`src/rtl/sensorCfgSpi_pkg.sv`:
```
package sensorCfgSpi_pkg;

  typedef struct packed {
    logic load;     // capture command and write data into the shifter
    logic shift;    // advance MOSI to the next bit (on a falling SCLK edge)
    logic capture;  // take one MISO bit into the read register
  } dpStrobe_t;

  typedef enum logic [2:0] {
    ST_IDLE,
    ST_LEAD,
    ST_SHIFT,
    ST_TRAIL,
    ST_GAP
  } ctrlState_t;

endpackage

```
`src/rtl/spiCtrl.sv`:
```
module spiCtrl
  import sensorCfgSpi_pkg::*;
#(
  parameter int TOTAL_BITS = 26,
  parameter int DATA_W     = 16,
  parameter int DIV_W      = 16
) (
  input  logic             clk,
  input  logic             rst,
  input  logic             start,
  input  logic             writeFlag,
  input  logic [DIV_W-1:0] divHalf,
  output dpStrobe_t        strobe,
  output logic             csN,
  output logic             sclk,
  output logic             busy,
  output logic             done
);

  localparam int CNT_W = $clog2(TOTAL_BITS + 1);
  localparam logic [DIV_W-1:0] MIN_DIV = DIV_W'(2);

  ctrlState_t       state;
  logic [DIV_W-1:0] divCnt;
  logic [DIV_W-1:0] divLim;
  logic [CNT_W-1:0] bitsLeft;
  logic             gapHalf;
  logic             isWr;
  logic             tick;

  assign tick = (state != ST_IDLE) && (divCnt == divLim - DIV_W'(1));

  always_comb begin
    strobe.load    = (state == ST_IDLE) && start;
    strobe.shift   = (state == ST_SHIFT) && tick && sclk;
    strobe.capture = strobe.shift && !isWr && (bitsLeft <= CNT_W'(DATA_W));
  end

  always_ff @(posedge clk) begin
    if (rst) begin
      state    <= ST_IDLE;
      csN      <= 1'b1;
      sclk     <= 1'b0;
      busy     <= 1'b0;
      done     <= 1'b0;
      divCnt   <= '0;
      divLim   <= MIN_DIV;
      bitsLeft <= '0;
      gapHalf  <= 1'b0;
      isWr     <= 1'b0;
    end else begin
      done <= 1'b0;
      if (state != ST_IDLE) divCnt <= tick ? '0 : divCnt + DIV_W'(1);
      case (state)
        ST_IDLE: if (start) begin
          state    <= ST_LEAD;
          csN      <= 1'b0;
          busy     <= 1'b1;
          divCnt   <= '0;
          divLim   <= (divHalf < MIN_DIV) ? MIN_DIV : divHalf;
          bitsLeft <= CNT_W'(TOTAL_BITS);
          isWr     <= writeFlag;
        end
        ST_LEAD: if (tick) begin
          sclk  <= 1'b1;
          state <= ST_SHIFT;
        end
        ST_SHIFT: if (tick) begin
          if (sclk) begin
            sclk     <= 1'b0;
            bitsLeft <= bitsLeft - CNT_W'(1);
            if (bitsLeft == CNT_W'(1)) state <= ST_TRAIL;
          end else begin
            sclk <= 1'b1;
          end
        end
        ST_TRAIL: if (tick) begin
          csN     <= 1'b1;
          done    <= 1'b1;
          gapHalf <= 1'b0;
          state   <= ST_GAP;
        end
        ST_GAP: if (tick) begin
          if (gapHalf) begin
            state <= ST_IDLE;
            busy  <= 1'b0;
          end else begin
            gapHalf <= 1'b1;
          end
        end
        default: state <= ST_IDLE;
      endcase
    end
  end

  assert_sclk_idle_low_R4: assert property (@(posedge clk) disable iff (rst)
    csN |-> !sclk);

  assert_sclk_on_tick_R5: assert property (@(posedge clk) disable iff (rst)
    (busy && !tick) |=> $stable(sclk));

  assert_done_with_cs_rise_R7: assert property (@(posedge clk) disable iff (rst)
    done |-> $rose(csN));

  assert_busy_drop_cs_high_R7: assert property (@(posedge clk) disable iff (rst)
    $fell(busy) |-> csN);

  assert_no_restart_R9: assert property (@(posedge clk) disable iff (rst)
    (state != ST_IDLE) |=> (state != ST_LEAD) || ($past(state) == ST_LEAD));

endmodule

```
`src/rtl/spiDatapath.sv`:
```
module spiDatapath
  import sensorCfgSpi_pkg::*;
#(
  parameter int ADDR_W = 9,
  parameter int DATA_W = 16
) (
  input  logic              clk,
  input  logic              rst,
  input  dpStrobe_t         strobe,
  input  logic [ADDR_W-1:0] regAddr,
  input  logic              writeFlag,
  input  logic [DATA_W-1:0] wrData,
  input  logic              miso,
  output logic              mosi,
  output logic [DATA_W-1:0] rdData
);

  localparam int TOTAL_BITS = ADDR_W + 1 + DATA_W;

  logic [TOTAL_BITS-1:0] txReg;
  logic [DATA_W-1:0]     rxReg;

  always_ff @(posedge clk) begin
    if (rst) begin
      txReg <= '0;
      rxReg <= '0;
    end else begin
      if (strobe.load)
        txReg <= {regAddr, writeFlag, writeFlag ? wrData : {DATA_W{1'b0}}};
      else if (strobe.shift)
        txReg <= {txReg[TOTAL_BITS-2:0], 1'b0};
      if (strobe.capture)
        rxReg <= {rxReg[DATA_W-2:0], miso};
    end
  end

  assign mosi   = txReg[TOTAL_BITS-1];
  assign rdData = rxReg;

  assert_read_mosi_low_R3: assert property (@(posedge clk) disable iff (rst)
    strobe.capture |-> !mosi);

endmodule

```
`src/rtl/sensorCfgSpi.sv`:
```
module sensorCfgSpi
  import sensorCfgSpi_pkg::*;
#(
  parameter int ADDR_W = 9,
  parameter int DATA_W = 16,
  parameter int DIV_W  = 16
) (
  input  logic              clk,
  input  logic              rst,
  input  logic              start,
  input  logic [ADDR_W-1:0] regAddr,
  input  logic              writeFlag,
  input  logic [DATA_W-1:0] wrData,
  input  logic [DIV_W-1:0]  divHalf,
  input  logic              miso,
  output logic              busy,
  output logic              done,
  output logic [DATA_W-1:0] rdData,
  output logic              csN,
  output logic              sclk,
  output logic              mosi
);

  localparam int TOTAL_BITS = ADDR_W + 1 + DATA_W;

  dpStrobe_t strobe;

  spiCtrl #(.TOTAL_BITS(TOTAL_BITS), .DATA_W(DATA_W), .DIV_W(DIV_W)) u_ctrl (
    .clk(clk), .rst(rst), .start(start), .writeFlag(writeFlag),
    .divHalf(divHalf), .strobe(strobe), .csN(csN), .sclk(sclk),
    .busy(busy), .done(done)
  );

  spiDatapath #(.ADDR_W(ADDR_W), .DATA_W(DATA_W)) u_dp (
    .clk(clk), .rst(rst), .strobe(strobe), .regAddr(regAddr),
    .writeFlag(writeFlag), .wrData(wrData), .miso(miso),
    .mosi(mosi), .rdData(rdData)
  );

  assert_mosi_hold_high_R4: assert property (@(posedge clk) disable iff (rst)
    sclk |=> ($stable(mosi) || !sclk));

  assert_cs_low_while_clocking_R6: assert property (@(posedge clk) disable iff (rst)
    $rose(sclk) |-> !csN && busy);

endmodule

```
`config.mk`:
```
export PLATFORM = sky130hd
export DESIGN_NAME = sensorCfgSpi
export DESIGN_NICKNAME = d
export VERILOG_FILES = /design/src/rtl/sensorCfgSpi_pkg.sv /design/src/rtl/spiCtrl.sv /design/src/rtl/spiDatapath.sv /design/src/rtl/sensorCfgSpi.sv
export SDC_FILE = /design/constraint.sdc
export NUM_CORES = 1
export LEC_CHECK = 0
export CORE_UTILIZATION = 40
export DETAILED_ROUTE_END_ITERATION = 6
export GPL_ROUTABILITY_DRIVEN = 0
export PLACE_DENSITY_LB_ADDON = 0.2
export SYNTH_ARGS = -nofsm -noshare
export SYNTH_HDL_FRONTEND = slang
export SYNTH_HIERARCHICAL = 1
export SYNTH_SLANG_ARGS = --single-unit
```
`constraint.sdc`:
```
create_clock -name clk -period 8.8 [get_ports clk]
set_clock_uncertainty 0.1 [all_clocks]
set_input_delay 1.76 -clock clk [delete_from_list [all_inputs] [get_ports clk]]
set_output_delay 1.76 -clock clk [all_outputs]
set_load 0.1 [all_outputs]
```
======== Word-level counts from Yosys, hierarchy flattened ========
Index checks and enable logic that the tools add are counted.
W data, S select, Z words.
storage, ports and cells
  register bits ........................... 88
  output and inout bits ................... 21
  word-level logic and storage cells ...... 89
  input bits .............................. 46
cells by class
  equal/unequal tests ..................... 14
  mux-type cells .......................... 34
  order comparisons ....................... 2
  bitwise logic cells ..................... 1
  $add $sub $neg .......................... 3
  reduce and logical (&&, ||, !) cells .... 23
operators with widths
  kind                     count
  $mux W16                 6
  $mux W26                 2
  $mux W3                  8
  $add A16 B1 Y16 const B  1
  $eq A16 B16 Y1           1
  $lt A16 B2 Y1 const B    1
  $sub A16 B1 Y16 const B  1
  $mux W5                  3
  $pmux W3 S5              1
  $ne A2 B1 Y1 const B     6
  $reduce_bool A2 Y1       6
  $pmux W5 S2              1
  $mux W1                  9
  $reduce_and A3 Y1        3
  $pmux W1 S2              4
  $reduce_and A4 Y1        2
  $reduce_and A8 Y1        1
  $eq A3 B2 Y1 const B     2
  $logic_and A1 B1 Y1      6
  $eq A5 B1 Y1 const B     1
  $le A5 B5 Y1 const B     1
  $sub A5 B1 Y5 const B    1
  $ne A2 B2 Y1 const B     2
  $eq A3 B1 Y1 const B     1
  7 further kinds          7

======== Logic depth before layout (Yosys ltp) ========
Gate-level depths: netlist of the first run.
  depth after elaboration ................. 7
  gate-level depth with buffers ........... 15
  gate-level depth less buffers ........... 12

======== Cells and area by module ========
The synthesis of the first run kept the hierarchy.
by module, submodules not included
  module       cells each  area each (um^2)  instances  seq. area each (um^2)
  spiCtrl      301         2512.4            1          920.9
  spiDatapath  169         1824.2            1          840.8

======== Worst setup path before layout of the first run ========
No wires, ideal clock.
  path type ............................... in2reg
  from .................................... in divHalf[8]
  to ...................................... reg u_ctrl.divLim[10]
  cell stages on the path ................. 5
  path buffers ............................ 1
  data required time ...................... 8.583 ns
  arrival time ............................ 2.944 ns
  slack ................................... 5.639 ns
  setup time .............................. 0.117 ns
  cell sequence ........................... or4_1 nor4_1 a311oi_1 clkbuf_1 a22o_1
on the way
  cells in the longest elaborated chain, start to end .. 2
RTL lines
  item                  line                RTL
  start, declared       sensorCfgSpi.sv:14  input logic [DIV_W-1:0] divHalf,
  $lt A16 B2 Y1         spiCtrl.sv:60       divLim <= (divHalf < MIN_DIV) ? MIN_DIV : divHalf;
  $mux W16              spiCtrl.sv:60
  end signal, assigned  spiCtrl.sv:60
  end, declared         spiCtrl.sv:25       logic [DIV_W-1:0] divLim;
No other way between the ends.
A chain may end at the register's enable or synchronous reset.

==> results.json, run 1 <==
{
  "firstDrtPassIters": 4,
  "synth_area_per_cell_um2": 9.23,
  "place.detailed.hpwl_um": 6570,
  "drt_iter0_markers": 143,
  "numCtsBuffers": 9,
  "syn2layout_area_growth_pct": 20.6,
  "required_ns": 8.92,
  "synth.cell_area_um2": 4340,
  "critPathLaunchType": "flop",
  "grt_pass1_vias": 3414,
  "clk_path_buf_depth": 2,
  "htreeDepth": 3,
  "post-route-min-period_ns": 3.98,
  "grt_max_degree": 66,
  "wire_per_inst_um": 14.6,
  "synthFlopType": "dfxtp_1",
  "fin_nets": 565,
  "grt_first_pass_wirelength_um": 16100,
  "final_util_pct": 50.2,
  "min_delay_path_depth": 2,
  "rsz0062_at_grt": "false",
  "hold_viol_final": 0,
  "power_density_nw_per_um2": 166,
  "irDropWorstVdd_uv": 113,
  "drive_above_1_share_pct": 7.12,
  "cts_sinks": 88,
  "ys_ff_latch": 88,
  "setup_violations": 0,
  "critPathKind": "reg -> reg",
  "initial_core_util_pct": 41.6,
  "diodes": 0,
  "io_buffers": 66,
  "worstRegToRegCells": 14,
  "worstPathArrival_ns": 4.10,
  "period_share_pct": 45.3,
  "final_antenna_net_count": 0,
  "relSlewSlack_pct": 34.3,
  "synth_seq_area_share_pct": 40.6,
  "fmax_mhz": 251,
  "p_leak_uw": 0.00178,
  "maxCapViolCount": 0,
  "clockRootBuffer": "clkbuf_8",
  "row_count": 37,
  "antenna_found_initial": 0,
  "io_pins": 67,
  "syn_nets": 520,
  "dieArea_um2": 11300,
  "viasPerCell": 5.30,
  "die_y_um": 106,
  "worstPathMaxFanout": 27,
  "cp-end-kind": "flop",
  "fin_tns_setup_ns": 0,
  "postCtsHoldBufs": 0,
  "coreArea_um2": 10400,
  "yosysWarnings": 6,
  "async_flop_share_pct": 0,
  "globalRouteOverflowTotal": 0,
  "vias": 3476,
  "hold_path_class": "reg -> reg",
  "worst_pin_slew_ns": 0.983,
  "clock_latency_ns": 0.36,
  "wirelength_um": 9550,
  "path_clk_slew_ns": 0.09,
  "cts_tree": "built",
  "postCtsSetupRepairBufs": 0,
  "status": "finished clean",
  "cts_resized": 0,
  "drc": 0,
  "netlist_instances": 470,
  "maxSlewViolCount": 0,
  "synth_edf_count": 0,
  "synth.distinct_cells": 56,
  "grt_util_all_layers_pct": 17.7,
  "die_width_um": 106
}
## per-stage QoR
stage / total power [µW] / hold slack (ns) / std cells / setup slack, ns / instance area [µm²]
6_report: 870 / 0.376 / 656 / 4.82 / 5230
5_1_grt: 910 / 0.413 / 656 / 4.51 / 5230
4_1_cts: 880 / 0.380 / 656 / 4.80 / 5230
3_5_place_dp: 565 / 0.362 / 640 / 4.54 / 5010
3_3_place_gp: 562 / 0.361 / 640 / 4.65 / 5010
2_1_floorplan: 523 / 0.337 / 470 / 5.64 / 4340
## per-layer routing
| metal | vias to the layer above | share of wire (%) | track usage (%) |
|---|---|---|---|
| li1 | 1757 | - | - |
| met1 | 1635 | 46 | 21.6 |
| met2 | 69 | 48 | 29.7 |
| met3 | 15 | 3.8 | 4.78 |
| met4 | 0 | 1.8 | 6.55 |
| met5 | - | 0 | 0 |
## state kept, by name (all words and copies together), names as in the netlist
| signal | flops |
|---|---|
| u_ctrl/isWr | 1 |
| u_ctrl/divCnt | 16 |
| u_ctrl/state | 3 |
| u_ctrl/csN | 1 |
| u_ctrl/busy | 1 |
| u_ctrl/bitsLeft | 5 |
| u_ctrl/divLim | 16 |
| u_ctrl/done | 1 |
| u_dp/txReg | 26 |
| u_ctrl/gapHalf | 1 |
| u_ctrl/sclk | 1 |
| u_dp/rdData | 16 |
## power by group
| part | internal (µW) | leakage (µW) | total (µW) | switching [µW] |
|---|---|---|---|---|
| Clock | 169 | 0.000111 | 314 | 145 |
| Combinational | 57.5 | 0.000955 | 120 | 62.9 |
| Sequential | 417 | 0.000719 | 435 | 17.9 |
## placed cells by master (no fill, tap or decap), drive strengths merged, types with 2 or more instances in the layout
| cell type | synthesis | routed |
|---|---|---|
| bufinv | 0 | 2 |
| nor2b | 10 | 10 |
| xnor2 | 18 | 18 |
| nand3 | 12 | 12 |
| a22o | 10 | 10 |
| dfxtp | 88 | 88 |
| a31oi | 2 | 2 |
| a21o | 2 | 2 |
| a21boi | 16 | 16 |
| a211oi | 26 | 26 |
| mux2i | 45 | 45 |
| a21oi | 20 | 20 |
| o311a | 2 | 2 |
| clkdlybuf4s50 | 0 | 65 |
| o21ai | 6 | 6 |
| or2 | 2 | 2 |
| and3 | 4 | 4 |
| o21bai | 2 | 2 |
| or3 | 5 | 5 |
| clkbuf | 22 | 12 |
| buf | 15 | 6 |
| nor3b | 4 | 4 |
| nor3 | 13 | 13 |
| clkinv | 0 | 2 |
| nand3b | 3 | 3 |
| nand2 | 30 | 30 |
| nor2 | 48 | 48 |
| or4 | 3 | 3 |
| nand4 | 12 | 12 |
| ha | 4 | 4 |
| nor4 | 8 | 8 |
| xor2 | 18 | 18 |
| inv | 8 | 8 |
## final cells by class
cell class,count,area (µm²)
clock buffer,12,145
clock inverter,4,77.6
fill,999,5190
inverter,8,30.0
multi-input combinational,337,2350
sequential,88,1760
tap,136,170
timing repair buffer,71,693
## worst paths after layout
| check | start | end | slack, ns |
|---|---|---|---|
| max | u_ctrl/divLim[0]$_SDFFE_PP0P_ | u_dp/rdData[0]$_SDFFE_PP0P_ | 4.82 |
| min | u_ctrl/csN$_SDFFE_PP1P_ | u_ctrl/csN$_SDFFE_PP1P_ | 0.38 |
| max reg2reg | u_ctrl/divLim[0]$_SDFFE_PP0P_ | u_dp/rdData[0]$_SDFFE_PP0P_ | 4.82 |
| min reg2reg | u_ctrl/csN$_SDFFE_PP1P_ | u_ctrl/csN$_SDFFE_PP1P_ | 0.38 |
## logic make-up (layout without fill, tap and decap cells)
logic type / Yosys count / in the layout / share of synthesized area [%]
AND/OR/NAND/NOR: 158 / 158 / 19.4
AO/OA/AOI/OAI: 93 / 93 / 15.5
flip-flops: 88 / 88 / 40.6
multiplexers: 46 / 46 / 10.6
buffers and inverters: 45 / 95 / 5.42
XOR/XNOR: 36 / 36 / 7.27
adder cells (fa/ha/maj): 4 / 4 / 1.15
## worst max-delay path, stage by stage (launching register included)
cell and delay (ns):
dfxtp_1 0.37, inv_1 0.08, ha_1 0.17, nor3b_2 0.47
nand2_1 0.13, xnor2_1 0.17, nor3_1 0.29, nand3_1 0.11
or3_1 0.49, nor3_4 0.21, buf_4 0.41, nor3b_2 0.27
buf_4 0.30, mux2i_1 0.21, nor2_1 0.06
## Yosys cell counts, types with 2 or more instances
master | number | share of area (%)
or2_2 | 2 | 0.29
nand3b_1 | 3 | 0.52
nor3b_1 | 2 | 0.35
a31oi_1 | 2 | 0.29
o21ai_2 | 2 | 0.40
a21o_1 | 2 | 0.35
xnor2_1 | 18 | 3.6
or4_1 | 2 | 0.35
a21boi_0 | 15 | 2.6
xor2_1 | 18 | 3.6
buf_1 | 5 | 0.43
and3_1 | 4 | 0.58
buf_12 | 2 | 0.92
mux2i_1 | 45 | 10
clkbuf_1 | 22 | 1.9
nand2_1 | 30 | 2.6
a211oi_1 | 24 | 4.2
a21oi_1 | 20 | 2.3
a211oi_2 | 2 | 0.58
nand4_1 | 12 | 1.7
nor2_1 | 48 | 4.2
nand3_1 | 12 | 1.4
nor4_1 | 6 | 0.87
dfxtp_1 | 88 | 41
or3_1 | 5 | 0.72
o21ai_0 | 4 | 0.46
o311a_1 | 2 | 0.46
nor4_4 | 2 | 0.98
ha_1 | 4 | 1.2
buf_6 | 3 | 0.78
nor2b_1 | 10 | 1.4
buf_4 | 2 | 0.35
buf_2 | 3 | 0.35
nor3_1 | 12 | 1.4
a22o_1 | 9 | 1.8
inv_1 | 7 | 0.61
o21bai_1 | 2 | 0.35
Note: power is estimated with default switching activity, not from simulation.
==> run 2, diff against run 1 <==
==> constraint.sdc (replaced) <==
create_clock -name clk -period 3.3 [get_ports clk]
set_clock_uncertainty 0.1 [all_clocks]
set_input_delay 0.66 -clock clk [delete_from_list [all_inputs] [get_ports clk]]
set_output_delay 0.66 -clock clk [all_outputs]
set_load 0.1 [all_outputs]
==> run 2 against run 1 <==
Net effect: sequential cell count unchanged; worst setup slack worse by 4.7 ns; wire length rose by 3.6%; via count up 1.8%; die area is the same; clock power rose by 130%; critical path depth is 3 lower; highest routed layer unchanged; utilization up 1.0 points; non-clock buffer count up 16; final cell count rose by 2.3%; largest cell class unchanged; critical endpoint is now u_dp/rdData[10]$_SDFFE_PP0P_.
==> results.json, run 2 (synthesized netlist as in run 1, its figures left out) <==
{
  "path_clk_slew_ns": 0.09,
  "maxCapViolCount": 0,
  "diodes": 0,
  "cp-end-kind": "flop",
  "worst_pin_slew_ns": 0.593,
  "wl_met2_um": 4790,
  "hp-start": "u_ctrl/divLim[15]$_SDFFE_PP0P_",
  "p_int_uw": 1620,
  "hold_viol_final": 0,
  "dr_wl_met3_um": 434,
  "clk_path_buf_depth": 2,
  "worstPathMaxFanout": 8,
  "place.detailed.hpwl_um": 6910,
  "wl_met1_um": 4540,
  "wire_per_inst_um": 14.7,
  "row_count": 37,
  "min_delay_path_depth": 2,
  "final_antenna_net_count": 0,
  "htreeDepth": 3,
  "p_clk_share_pct": 32.9,
  "regMostFlops": "u_dp/txReg",
  "critPathLaunchType": "flop",
  "antenna_found_initial": 0,
  "period_share_pct": 95.5,
  "layout_commonest_cell": "dfxtp_1",
  "grt_pass1_vias": 3427,
  "dp.cells": 651,
  "whs_endpoint": "u_ctrl/divLim[15]$_SDFFE_PP0P_",
  "wirelength_um": 9890,
  "p_leak_uw": 0.00191,
  "io_pins": 67,
  "drc": 0,
  "pwr-share-comb_pct": 15.3,
  "r2r_slack_ns": 0.15,
  "rr_startpoint": "u_ctrl/divLim[1]$_SDFFE_PP1P_",
  "initial_core_util_pct": 41.6,
  "die_y_um": 106,
  "seqPwrFrac_pct": 51.8,
  "grt_first_pass_wirelength_um": 16500,
  "top_layer_used": "met4",
  "worstRegToRegCells": 11,
  "power.switching_uw": 609,
  "die_width_um": 106,
  "vias": 3538,
  "coreArea_um2": 10400,
  "dp_slack_ns": 0.109,
  "numCtsBuffers": 9,
  "dieArea_um2": 11300,
  "postCtsHoldBufs": 0,
  "globalRouteOverflowTotal": 0,
  "required_ns": 3.45,
  "syn2layout_area_growth_pct": 23.1,
  "switching_share_pct": 27.3,
  "finalNonFillerCells": 671,
  "clockRootBuffer": "clkbuf_8",
  "worstPathArrival_ns": 3.30,
  "power_density_nw_per_um2": 418,
  "drive_above_1_share_pct": 14.4,
  "io_buffers": 66,
  "fmax_mhz": 317,
  "relSlewSlack_pct": 60.3,
  "post-route-min-period_ns": 3.15,
  "worst_slack_ns": 0.148,
  "viasPerCell": 5.27,
  "grt_util_all_layers_pct": 18.4,
  "hold_path_class": "reg -> reg",
  "cts_sinks": 88,
  "status": "finished clean",
  "irDropWorstVdd_uv": 328,
  "cts_tree": "built",
  "clock_latency_ns": 0.37,
  "fin_nets": 581,
  "largest_register_ffs": 26,
  "setup_violations": 0,
  "drt_iter0_markers": 108,
  "critPathKind": "reg -> reg",
  "layout_common_cells": "86 x dfxtp_1, 48 x nor2_1, 45 x mux2i_1, 44 x clkdlybuf4s50_1, 38 x buf_4",
  "grt_max_degree": 47,
  "maxSlewViolCount": 0,
  "reg2reg_to": "u_dp/rdData[10]$_SDFFE_PP0P_",
  "firstDrtPassIters": 4
}
==> run 2: cell types whose count changed in the layout (fill, tap and decap cells not counted), sizes merged <==
cell / previous run / this run
clkinv: 2 / 3
clkbuf: 12 / 11
buf: 6 / 42
inv: 8 / 9
bufinv: 2 / 1
clkdlybuf4s50: 65 / 44
==> run 2: worst max-delay path by stage <==
| stage | startpoint | endpoint | slack, ns | cells past startpoint |
|---|---|---|---|---|
| 6_report | u_ctrl/divLim[1]$_SDFFE_PP1P_ | u_dp/rdData[10]$_SDFFE_PP0P_ | 0.15 | 11 |
| 5_1_grt | u_ctrl/divLim[0]$_SDFFE_PP0P_ | u_dp/rdData[3]$_SDFFE_PP0P_ | -0.02 | 14 |
| 4_1_cts | u_ctrl/divLim[0]$_SDFFE_PP0P_ | u_dp/rdData[13]$_SDFFE_PP0P_ | 0.09 | 11 |
| 3_5_place_dp | u_ctrl/divLim[0]$_SDFFE_PP0P_ | u_dp/rdData[13]$_SDFFE_PP0P_ | 0.11 | 11 |
| 3_3_place_gp | u_ctrl/divLim[0]$_SDFFE_PP0P_ | u_dp/rdData[7]$_SDFFE_PP0P_ | 0.18 | 11 |
| 2_1_floorplan | u_ctrl/divLim[0]$_SDFFE_PP0P_ | u_dp/rdData[10]$_SDFFE_PP0P_ | 0.14 | 13 |
==> run 2: what timing repair did <==
action | CTS | global route
hold endpoints to repair | 0 | 0
buffers inserted | 0 | 4
gates resized for setup | 0 | 6
endpoints found under the setup margin | 0 | 18
==> run 2: final cells by class <==
type                       instances  area, µm²
clock buffer                      10        128
inverter                           8       30.0
clock inverter                     5       57.6
fill                             997       5080
timing repair buffer              87        816
tap                              136        170
sequential                        88       1770
multi-input combinational        337       2370
==> run 2: metrics by stage <==
| step | instance area [µm²] | hold slack [ns] | TNS (ns) | total power, µW | util (%) |
|---|---|---|---|---|---|
| after global routing | 5340 | 0.399 | -0.0879 | 2340 | 51.2 |
| after global placement | 5070 | 0.361 | 0 | 1510 | 48.7 |
| after floorplan | 4340 | 0.337 | 0 | 1400 | - |
| final | 5340 | 0.383 | 0 | 2230 | 51.2 |
| after CTS | 5260 | 0.382 | 0 | 2250 | 50.5 |
| after detailed placement | 5070 | 0.366 | 0 | 1510 | 48.7 |
==> run 2: critical path, stage by stage (launching register included) <==
cell and delay (ns):
dfxtp_1 0.34, or4_4 0.58, nor3b_4 0.24, mux2i_1 0.12, o21ai_2 0.19, nand4b_1 0.11
or3_4 0.36, nor3_4 0.18, nor3b_4 0.34, clkbuf_16 0.23, mux2i_1 0.19, nor2_1 0.05
==> run 2: power by group through the flow <==
stage | combinational, µW | clock [µW] | sequential [µW]
final | 342 | 734 | 1160
after global routing | 376 | 801 | 1160
after CTS | 334 | 758 | 1160
after detailed placement | 332 | 0 | 1180
after global placement | 330 | 0 | 1180
after floorplan | 206 | 0 | 1190
==> run 2: layer usage <==
layer / global-route usage (%) / up-vias
li1: - / 1793
met1: 22.5 / 1664
met2: 31.3 / 69
met3: 5.82 / 12
met4: 4.37 / 0
met5: 0 / -
